--- src/rtl/baud_pkg.sv ---
package baud_pkg;
  localparam int ADDR_W = 2;
  localparam int FRAC_W = 4;
  localparam int LCA_BIT = 7;

  localparam logic [ADDR_W-1:0] ADR_FRAC = 2'd2;
  localparam logic [ADDR_W-1:0] ADR_LCR  = 2'd3;

  typedef struct packed {
    logic [FRAC_W-1:0] mul;
    logic [FRAC_W-1:0] dadd;
  } frac_cfg_t;

  localparam frac_cfg_t FRAC_RST = '{mul: 4'd1, dadd: 4'd0};
endpackage

--- src/rtl/baud_regs.sv ---
module baud_regs
  import baud_pkg::*;
#(
  parameter int DATA_W = 8,
  parameter int DL_W   = 16
) (
  input  logic              clk,
  input  logic              rst_n,
  input  logic              wr_en,
  input  logic [ADDR_W-1:0] wr_addr,
  input  logic [DATA_W-1:0] wr_data,
  input  logic              reload,
  output logic [DL_W-1:0]   dl_load,
  output frac_cfg_t         frac_act
);
  localparam int NB = DL_W / DATA_W;

  logic      lca_q, lca_d;
  frac_cfg_t frac_sh_q, frac_sh_d;
  frac_cfg_t frac_act_q, frac_act_d;

  // divisor bytes: byte i lives at address i, gated by the latch-access bit
  for (genvar i = 0; i < NB; i++) begin : g_dl_byte
    logic [DATA_W-1:0] byte_q, byte_d;
    always_comb begin
      byte_d = byte_q;
      if (wr_en && lca_q && (wr_addr == ADDR_W'(i))) byte_d = wr_data;
    end
    always_ff @(posedge clk or negedge rst_n) begin
      if (!rst_n) byte_q <= '0;
      else        byte_q <= byte_d;
    end
    assign dl_load[i*DATA_W +: DATA_W] = byte_q;
  end

  always_comb begin
    lca_d      = lca_q;
    frac_sh_d  = frac_sh_q;
    frac_act_d = frac_act_q;
    if (wr_en && wr_addr == ADR_LCR)  lca_d = wr_data[LCA_BIT];
    if (wr_en && wr_addr == ADR_FRAC) frac_sh_d = frac_cfg_t'(wr_data[2*FRAC_W-1:0]);
    if (reload) frac_act_d = frac_sh_q;
  end

  always_ff @(posedge clk or negedge rst_n) begin
    if (!rst_n) begin
      lca_q      <= 1'b0;
      frac_sh_q  <= FRAC_RST;
      frac_act_q <= FRAC_RST;
    end else begin
      lca_q      <= lca_d;
      frac_sh_q  <= frac_sh_d;
      frac_act_q <= frac_act_d;
    end
  end

  assign frac_act = frac_act_q;

  // a divisor write with the access bit clear leaves the divisor untouched
  a_r8_latch_gated: assert property (@(posedge clk) disable iff (!rst_n)
    (wr_en && !lca_q && wr_addr < ADDR_W'(NB)) |=> $stable(dl_load));
endmodule

--- src/rtl/frac_prescaler.sv ---
module frac_prescaler
  import baud_pkg::*;
(
  input  logic      clk,
  input  logic      rst_n,
  input  frac_cfg_t cfg,
  output logic      pass
);
  localparam int ACC_W = FRAC_W + 1;

  logic [ACC_W-1:0] acc_q, acc_d, diff;
  logic [ACC_W-1:0] mul_x, dadd_x;
  logic             legal, bypass;

  assign mul_x  = {1'b0, cfg.mul};
  assign dadd_x = {1'b0, cfg.dadd};
  assign legal  = (cfg.mul != '0) && (cfg.dadd < cfg.mul);
  assign bypass = !legal || (cfg.dadd == '0);
  assign diff   = acc_q - mul_x;

  always_comb begin
    pass  = 1'b1;
    acc_d = acc_q;
    if (bypass) begin
      acc_d = '0;
    end else if (acc_q >= mul_x) begin
      pass  = 1'b0;
      acc_d = (diff >= mul_x) ? '0 : diff;
    end else begin
      acc_d = acc_q + dadd_x;
    end
  end

  always_ff @(posedge clk or negedge rst_n) begin
    if (!rst_n) acc_q <= '0;
    else        acc_q <= acc_d;
  end

  // swallowed cycles never come back to back under a steady setting
  a_r4_no_double_swallow: assert property (@(posedge clk) disable iff (!rst_n)
    !pass |=> (pass || !$stable(cfg.mul) || !$stable(cfg.dadd)));
endmodule

--- src/rtl/tick_divider.sv ---
module tick_divider #(
  parameter int DL_W = 16,
  parameter int OVS  = 16
) (
  input  logic            clk,
  input  logic            rst_n,
  input  logic            pass,
  input  logic [DL_W-1:0] dl,
  output logic            reload,
  output logic            sample_tick,
  output logic            bit_tick
);
  localparam int SUB_W = $clog2(OVS);

  logic [DL_W-1:0]  cnt_q, cnt_d, dl_eff;
  logic [SUB_W-1:0] sub_q, sub_d;
  logic             stk_q, btk_q, stk_d, btk_d;

  assign dl_eff = (dl == '0) ? DL_W'(1) : dl;
  assign reload = pass && (cnt_q == DL_W'(1));

  always_comb begin
    cnt_d = cnt_q;
    sub_d = sub_q;
    stk_d = 1'b0;
    btk_d = 1'b0;
    if (reload) begin
      cnt_d = dl_eff;
      stk_d = 1'b1;
      btk_d = (sub_q == SUB_W'(OVS - 1));
      sub_d = (sub_q == SUB_W'(OVS - 1)) ? '0 : sub_q + 1'b1;
    end else if (pass) begin
      cnt_d = cnt_q - 1'b1;
    end
  end

  always_ff @(posedge clk or negedge rst_n) begin
    if (!rst_n) begin
      cnt_q <= DL_W'(1);
      sub_q <= '0;
      stk_q <= 1'b0;
      btk_q <= 1'b0;
    end else begin
      cnt_q <= cnt_d;
      sub_q <= sub_d;
      stk_q <= stk_d;
      btk_q <= btk_d;
    end
  end

  assign sample_tick = stk_q;
  assign bit_tick    = btk_q;

  // the counter never rests at zero
  a_r7_cnt_nonzero: assert property (@(posedge clk) disable iff (!rst_n)
    cnt_q != '0);
  // a bit tick always rides on a sample tick
  a_r6_bit_with_sample: assert property (@(posedge clk) disable iff (!rst_n)
    bit_tick |-> sample_tick);
  // no tick without a reload decision on the previous cycle
  a_r2_tick_after_reload: assert property (@(posedge clk) disable iff (!rst_n)
    !reload |=> !sample_tick);
endmodule

--- src/rtl/frac_baud_gen.sv ---
module frac_baud_gen
  import baud_pkg::*;
#(
  parameter int DATA_W = 8,
  parameter int DL_W   = 16,
  parameter int OVS    = 16
) (
  input  logic              clk,
  input  logic              rst_n,
  input  logic              wr_en,
  input  logic [1:0]        wr_addr,
  input  logic [DATA_W-1:0] wr_data,
  output logic              sample_tick,
  output logic              bit_tick
);
  logic [DL_W-1:0] dl_load;
  frac_cfg_t       frac_act;
  logic            pass, reload;

  baud_regs #(.DATA_W(DATA_W), .DL_W(DL_W)) u_regs (
    .clk(clk), .rst_n(rst_n), .wr_en(wr_en), .wr_addr(wr_addr),
    .wr_data(wr_data), .reload(reload), .dl_load(dl_load), .frac_act(frac_act)
  );

  frac_prescaler u_pre (
    .clk(clk), .rst_n(rst_n), .cfg(frac_act), .pass(pass)
  );

  tick_divider #(.DL_W(DL_W), .OVS(OVS)) u_div (
    .clk(clk), .rst_n(rst_n), .pass(pass), .dl(dl_load), .reload(reload),
    .sample_tick(sample_tick), .bit_tick(bit_tick)
  );
endmodule

--- config.mk ---
export PLATFORM = sky130hd
export DESIGN_NAME = frac_baud_gen
export DESIGN_NICKNAME = d
export VERILOG_FILES = /design/src/rtl/baud_pkg.sv /design/src/rtl/baud_regs.sv /design/src/rtl/frac_prescaler.sv /design/src/rtl/tick_divider.sv /design/src/rtl/frac_baud_gen.sv
export SDC_FILE = /design/constraint.sdc
export NUM_CORES = 1
export LEC_CHECK = 0
export ABC_CLOCK_PERIOD_IN_PS = 2160
export BUFFER_PORTS_ARGS = -buffer_cell sky130_fd_sc_hd__buf_2
export CAP_MARGIN = 20
export CORE_MARGIN = 2
export CORE_UTILIZATION = 30
export DETAILED_ROUTE_END_ITERATION = 10
export PLACE_DENSITY = 0.43
export SLEW_MARGIN = 20
export SYNTH_ARGS = -nofsm -noshare
export SYNTH_HDL_FRONTEND = slang
export SYNTH_SLANG_ARGS = --single-unit
--- constraint.sdc ---
create_clock -name clk -period 2.16 [get_ports clk]
set_input_delay 0.108 -clock clk [delete_from_list [all_inputs] [get_ports clk]]
set_output_delay 0.108 -clock clk [all_outputs]
set_load 0.01 [all_outputs]
* Yosys cells after proc, flatten, opt, wreduce, memory -nomap -nowiden *
Index checks and enable logic that the tools add are counted.

storage, ports and cells
  bits in writable memories = 0
  bits in read-only memories = 0
  output and inout port bits = 2
  bits in latches = 0
  memories = 0
  input port bits = 13
  flip-flop bits (word level) = 60

operators by class
  order comparisons = 3
  muxes and demuxes = 11
  div/mod/pow operators = 0
  bitwise gates (word level) = 0
  equal/unequal tests = 5
  multiply operators = 0
  shift operators = 0
  add/sub/neg operators = 4
  reduce and logical (&&, ||, !) cells = 14

operators with widths
  operator                                                               number
  16-bit 2-to-1 mux                                                      3
  16-bit by 1-bit == test with 1-bit output (second input constant)      1
  16-bit logical NOT                                                     1
  16-bit by 1-bit subtractor with 16-bit output (second input constant)  1
  5-bit 2-to-1 mux                                                       3
  5-bit by 4-bit >= comparator with 1-bit output                         2
  1-bit logical AND                                                      7
  5-bit by 4-bit adder with 5-bit output                                 1
  5-bit by 4-bit subtractor with 5-bit output                            1
  4-bit by 1-bit adder with 4-bit output (second input constant)         1
  2-bit == test (second input constant)                                  2
  4-bit == test (second input constant)                                  1
  4-bit logical NOT                                                      1
  4-bit less-than comparator                                             1
  1-bit 2-to-1 mux                                                       4
  4-bit 2-to-1 mux                                                       1
  4-bit nonzero test                                                     1
  2-bit by 1-bit == test with 1-bit output (second input constant)       1
  2-bit logical NOT                                                      1
  2-bit nonzero test                                                     1
  1-bit logical NOT                                                      1
  1-bit logical OR                                                       1

* Depth between registers and ports, before layout *
  word-level depth = 7
  depth in mapped cells = 11

* By module *
Synthesis repeated with hierarchy kept, for this count alone.

second synthesis, totals
  cells, all modules = 304
  area, all modules = 3,390.8 um2

by module, submodules not included
  module          area an instance (um2)  cells each  sequential area each (um2)  instances
  tick_divider    1,411.4                 154         551.8                       1
  baud_regs       1,290.0                 72          828.3                       1
  frac_prescaler  689.4                   78          125.1                       1

* Least setup slack after synthesis *
Ideal clock, no wire load.

  kind = register to register
  start = reg u_regs.frac_act_q, in the netlist u_regs.frac_act[4]
  end = reg u_pre.acc_q[2]
  library setup time = 0.132 ns
  path buffers = 0
  cell stages (with the launch flop) = 11
  setup slack = -0.143 ns
  arrival = 2.171 ns
  cell sequence = dfstp_2 -> ha_1 -> inv_1 -> fa_1 -> xor2_1 -> ha_1 -> o21ai_0 -> a31oi_1 -> o22ai_1 -> a32oi_1 -> nor2_1

between the ends
  longest elaborated chain between the ends = 5

ends and longest elaborated chain
  what                                                                                        line                                        RTL
  start, declared                                                                             baud_regs.sv:20                             frac_cfg_t frac_act_q, frac_act_d;
  start signal, assigned                                                                      baud_regs.sv:53                             frac_act_q <= frac_act_d;
  5-bit by 4-bit subtractor with 5-bit output (tied with other cells)                         frac_prescaler.sv:19                        assign diff = acc_q - mul_x;
  5-bit by 4-bit >= comparator with 1-bit output / 1-bit logical AND (equally long branches)  frac_prescaler.sv:28, frac_prescaler.sv:17
  5-bit 2-to-1 mux / 1-bit logical NOT (equally long branches)                                frac_prescaler.sv:28, frac_prescaler.sv:18
  5-bit 2-to-1 mux / 1-bit logical OR (equally long branches)                                 frac_prescaler.sv:26, frac_prescaler.sv:18
  5-bit 2-to-1 mux *                                                                          frac_prescaler.sv:24                        if (bypass) begin
  net u_pre.acc_d[2]                                                                          frac_prescaler.sv:11                        logic [ACC_W-1:0] acc_q, acc_d, diff;
  end signal, assigned                                                                        frac_prescaler.sv:35                        if (!rst_n) acc_q <= '0;
  end signal, assigned                                                                        frac_prescaler.sv:36                        else acc_q <= acc_d;
  end, declared                                                                               frac_prescaler.sv:11

Mark *: on every way through the listed nets, which the timed path passes. The rest lies on a longest branch.
A chain may end at the register's enable or synchronous reset.

* Worst setup path after layout *
  start = reg u_regs.frac_act_q, in the netlist u_regs.frac_act[4]
  end = reg u_pre.acc_q[3]

Same word-level chain as after synthesis.

==> results.toml <==
[hold_path]
hold_class = "in2reg"
worstHoldStart = "wr_data[5]"
hold_path_end = "u_regs.frac_sh_q[5]$_DFFE_PN0P_"
whs_path_depth = 2

[run_status]
outcome = "finished, violations left"
violations = "negative setup slack"

[final_layout]
fillers = 1071
multiInputGateArea_um2 = 1790
antenna_cells = 0
nets = 410
drive_gt1_share_pct = 39.6
area_delta_synth_final_pct = 29.3
stdcell_area_um2 = 4270
seq_area_um2 = 1510

[sta]
slew_violations = 0
fin_worst_skew_ns = 0.0101
fmax_ghz = 0.440
final.period_utilization_pct = 105
worst_pin_slew_ns = 0.492
min_period_ns = 2.27
hold_viol = 0
hold_ws_ns = 0.0459
slew_headroom_pct = 66.9
setup_viol = 4
rsz0062_at_grt = "yes"
final.setup.worst_slack_ns = -0.111

[global_route]
grt.total_usage_pct = 16.4
grt_pass1_wl_um = 14600
antenna_found_initial = 0
first_global_vias = 2683
grt-ovfl-total = 0
grt_max_degree = 61

[routing]
drc = 0
drt_iter0_drc = 151
viasPerCell = 5.05
ant_nets = 0
wl_um = 8660
dr_total_vias = 2630
firstDrtPassIters = 4
wl_per_cell_um = 16.6

[clock_tree]
insertion_delay_ns = 0.34
cts_buffer_depth = 2
tritoncts = "done"
h-tree-depth = 3
cts_root_buf = "clkbuf_8"
cts.sinks = 60
clk_pin_slew_ns = 0.08
numCtsBuffers = 9

[floorplanning]
io_pins = 15
die_x_um = 109
core-area_um2 = 10800
die_area_um2 = 11900
start_util_pct = 30.6
rows = 38
die_h_um = 109

[placement]
place_congestion = 0.795
port_buffers = 14
postPlaceCellArea_um2 = 3930
dp_hpwl_um = 6360

[synth]
yosysWarnings = 0
synth.distinct_cells = 53
synthFlopType = "dfrtp_1"
synth-seq-cells = 60
avgSynthCellArea_um2 = 11.0
post-synth-top-count-cell = "dfrtp_1"
syn_area_um2 = 3310
synth_top_area_cell = "dfrtp_1"
synth_top_cells_by_count = "dfrtp_1 (57), mux2_2 (27), o21ai_0 (20), ha_1 (18), inv_1 (18)"
syn_nets = 333
syn_inst = 300
synth_top_cell_area_share_pct = 43.1
async_flop_share_pct = 100
synth_enable_flop_cells = 0
yosys-top-cells-area = "dfrtp_1 (43%), mux2_2 (9.2%), ha_1 (6.8%), mux2_4 (3.6%), o21ai_0 (3.0%)"
synth-seq-area-share_pct = 45.5

[worst_setup_path]
startpoint_type = "register"
regToRegStartpoint = "u_regs.frac_act[4]$_DFFE_PN1P_"
r2r_slack_ns = -0.11
cp-end-kind = "register"
required_ns = 2.38
path_class = "reg2reg"
r2r-end = "u_pre.acc_q[3]$_DFF_PN0_"
worstPathArrival_ns = 2.49
rr_worst_depth = 10
crit_fanout = 4

[power_and_ir_drop]
p_leak_uw = 0.00196
cellPowerDensity_nw_per_um2 = 619
peakVddDrop_uv = 388

[run]
cap_violations = 0
-- worst max path at each step --
| stage | startpoint | to | slack, ns | cells after the start |
|---|---|---|---|---|
| floorplan | u_div.cnt_q[7]$_DFFE_PN0P_ | u_div.sub_q[1]$_DFFE_PN0P_ | -0.13 | 7 |
| global placement | u_regs.frac_act[4]$_DFFE_PN1P_ | u_pre.acc_q[2]$_DFF_PN0_ | -0.05 | 10 |
| detailed placement | u_regs.frac_act[4]$_DFFE_PN1P_ | u_pre.acc_q[0]$_DFF_PN0_ | -0.1 | 10 |
| CTS | u_regs.frac_act[4]$_DFFE_PN1P_ | u_pre.acc_q[0]$_DFF_PN0_ | -0.11 | 10 |
| global route | u_regs.frac_act[4]$_DFFE_PN1P_ | u_pre.acc_q[3]$_DFF_PN0_ | -0.23 | 10 |
| finish | u_regs.frac_act[4]$_DFFE_PN1P_ | u_pre.acc_q[3]$_DFF_PN0_ | -0.11 | 10 |
-- per-layer routing --
layer  routed length (µm)  vias up  global-route usage (%)
met5                    0        -                       0
met4                  122        0                    5.68
met3                  305        9                    3.29
met2                 3910       45                    24.3
met1                 4330     1292                    23.7
li1                     -     1284                       -
-- where the power goes --
| group | internal, µW | switching (µW) | total, µW |
|---|---|---|---|
| clock | 557 | 477 | 1030 |
| combinational | 131 | 84.1 | 215 |
| sequential | 1260 | 134 | 1400 |
-- placed cells by master (no fill, tap or decap), types with 4 or more instances in the layout --
cell,Yosys,layout
o21ai_1,0,4
buf_4,1,55
buf_2,0,14
mux2_4,8,8
a32oi_1,4,4
o21ai_0,20,15
a2bb2oi_1,4,4
nor4_1,7,6
a21oi_1,12,9
xnor2_1,4,4
a22oi_1,5,5
mux2_2,27,27
o22ai_1,6,5
clkbuf_8,0,10
nor3_1,14,14
a21o_1,4,4
dfrtp_1,57,57
nor2_1,14,14
inv_1,18,16
nand2_1,15,14
ha_1,18,15
-- state kept, by name (all words and copies together), names as in the netlist --
signal,count
u_div.cnt_q,16
u_regs.g_dl_byte.byte_q,16
u_regs.frac_act,8
u_regs.frac_sh_q,8
u_pre.acc_q,5
u_div.sub_q,4
u_div.bit_tick,1
u_div.sample_tick,1
u_regs.lca_q,1
-- cells by family after synthesis --
group                      share of synthesized area (%)
AOI/OAI and AO/OA                                   17.0
xor gates and xnor gates                            1.59
adders and majority gates                           8.02
buffers and inverters                               3.29
DFF                                                 45.5
muxes                                               13.1
and+or+nand+nor                                     11.4
-- worst max-delay path, stage by stage, from the launching register on --
cell and delay, ns:
dfstp_2 0.56, ha_4 0.13, inv_2 0.03, fa_2 0.35
xor2_2 0.16, ha_1 0.28, o21ai_1 0.06, a31oi_1 0.17
o22ai_2 0.13, a32oi_1 0.23, nor2_1 0.06
-- through the flow --
stage                     TNS (ns)  power (µW)  setup WS [ns]  cells  utilization (%)
after floorplan              -1.04        1500         -0.126    300                -
after global placement      -0.181        1630        -0.0533    497             36.4
after detailed placement    -0.710        1640        -0.0972    497             36.4
after CTS                   -0.364        2680         -0.111    515             38.5
after global routing        -0.982        2770         -0.232    521             39.6
final                       -0.397        2650         -0.111    521             39.6
-- cell type report --
class                   instances  area share [%]
clock inverters                 4            1.17
clock buffers                  11            3.31
repair buffers                 74            12.8
multi-input cells             214            41.8
flip-flops and latches         60            35.2
well taps                     140            4.10
inverters                      18            1.58
-- timing repair --
| action | in CTS | in global routing |
|---|---|---|
| endpoints found under the hold margin | 57 | 0 |
| resized for setup | 4 | 17 |
| cloned | 0 | 0 |
| pin swaps | 1 | 7 |
| hold buffers | 1 | 0 |
| endpoints found under the setup margin | 19 | 31 |
| buffers inserted | 2 | 6 |
Note: power is estimated with default switching activity, not from simulation.
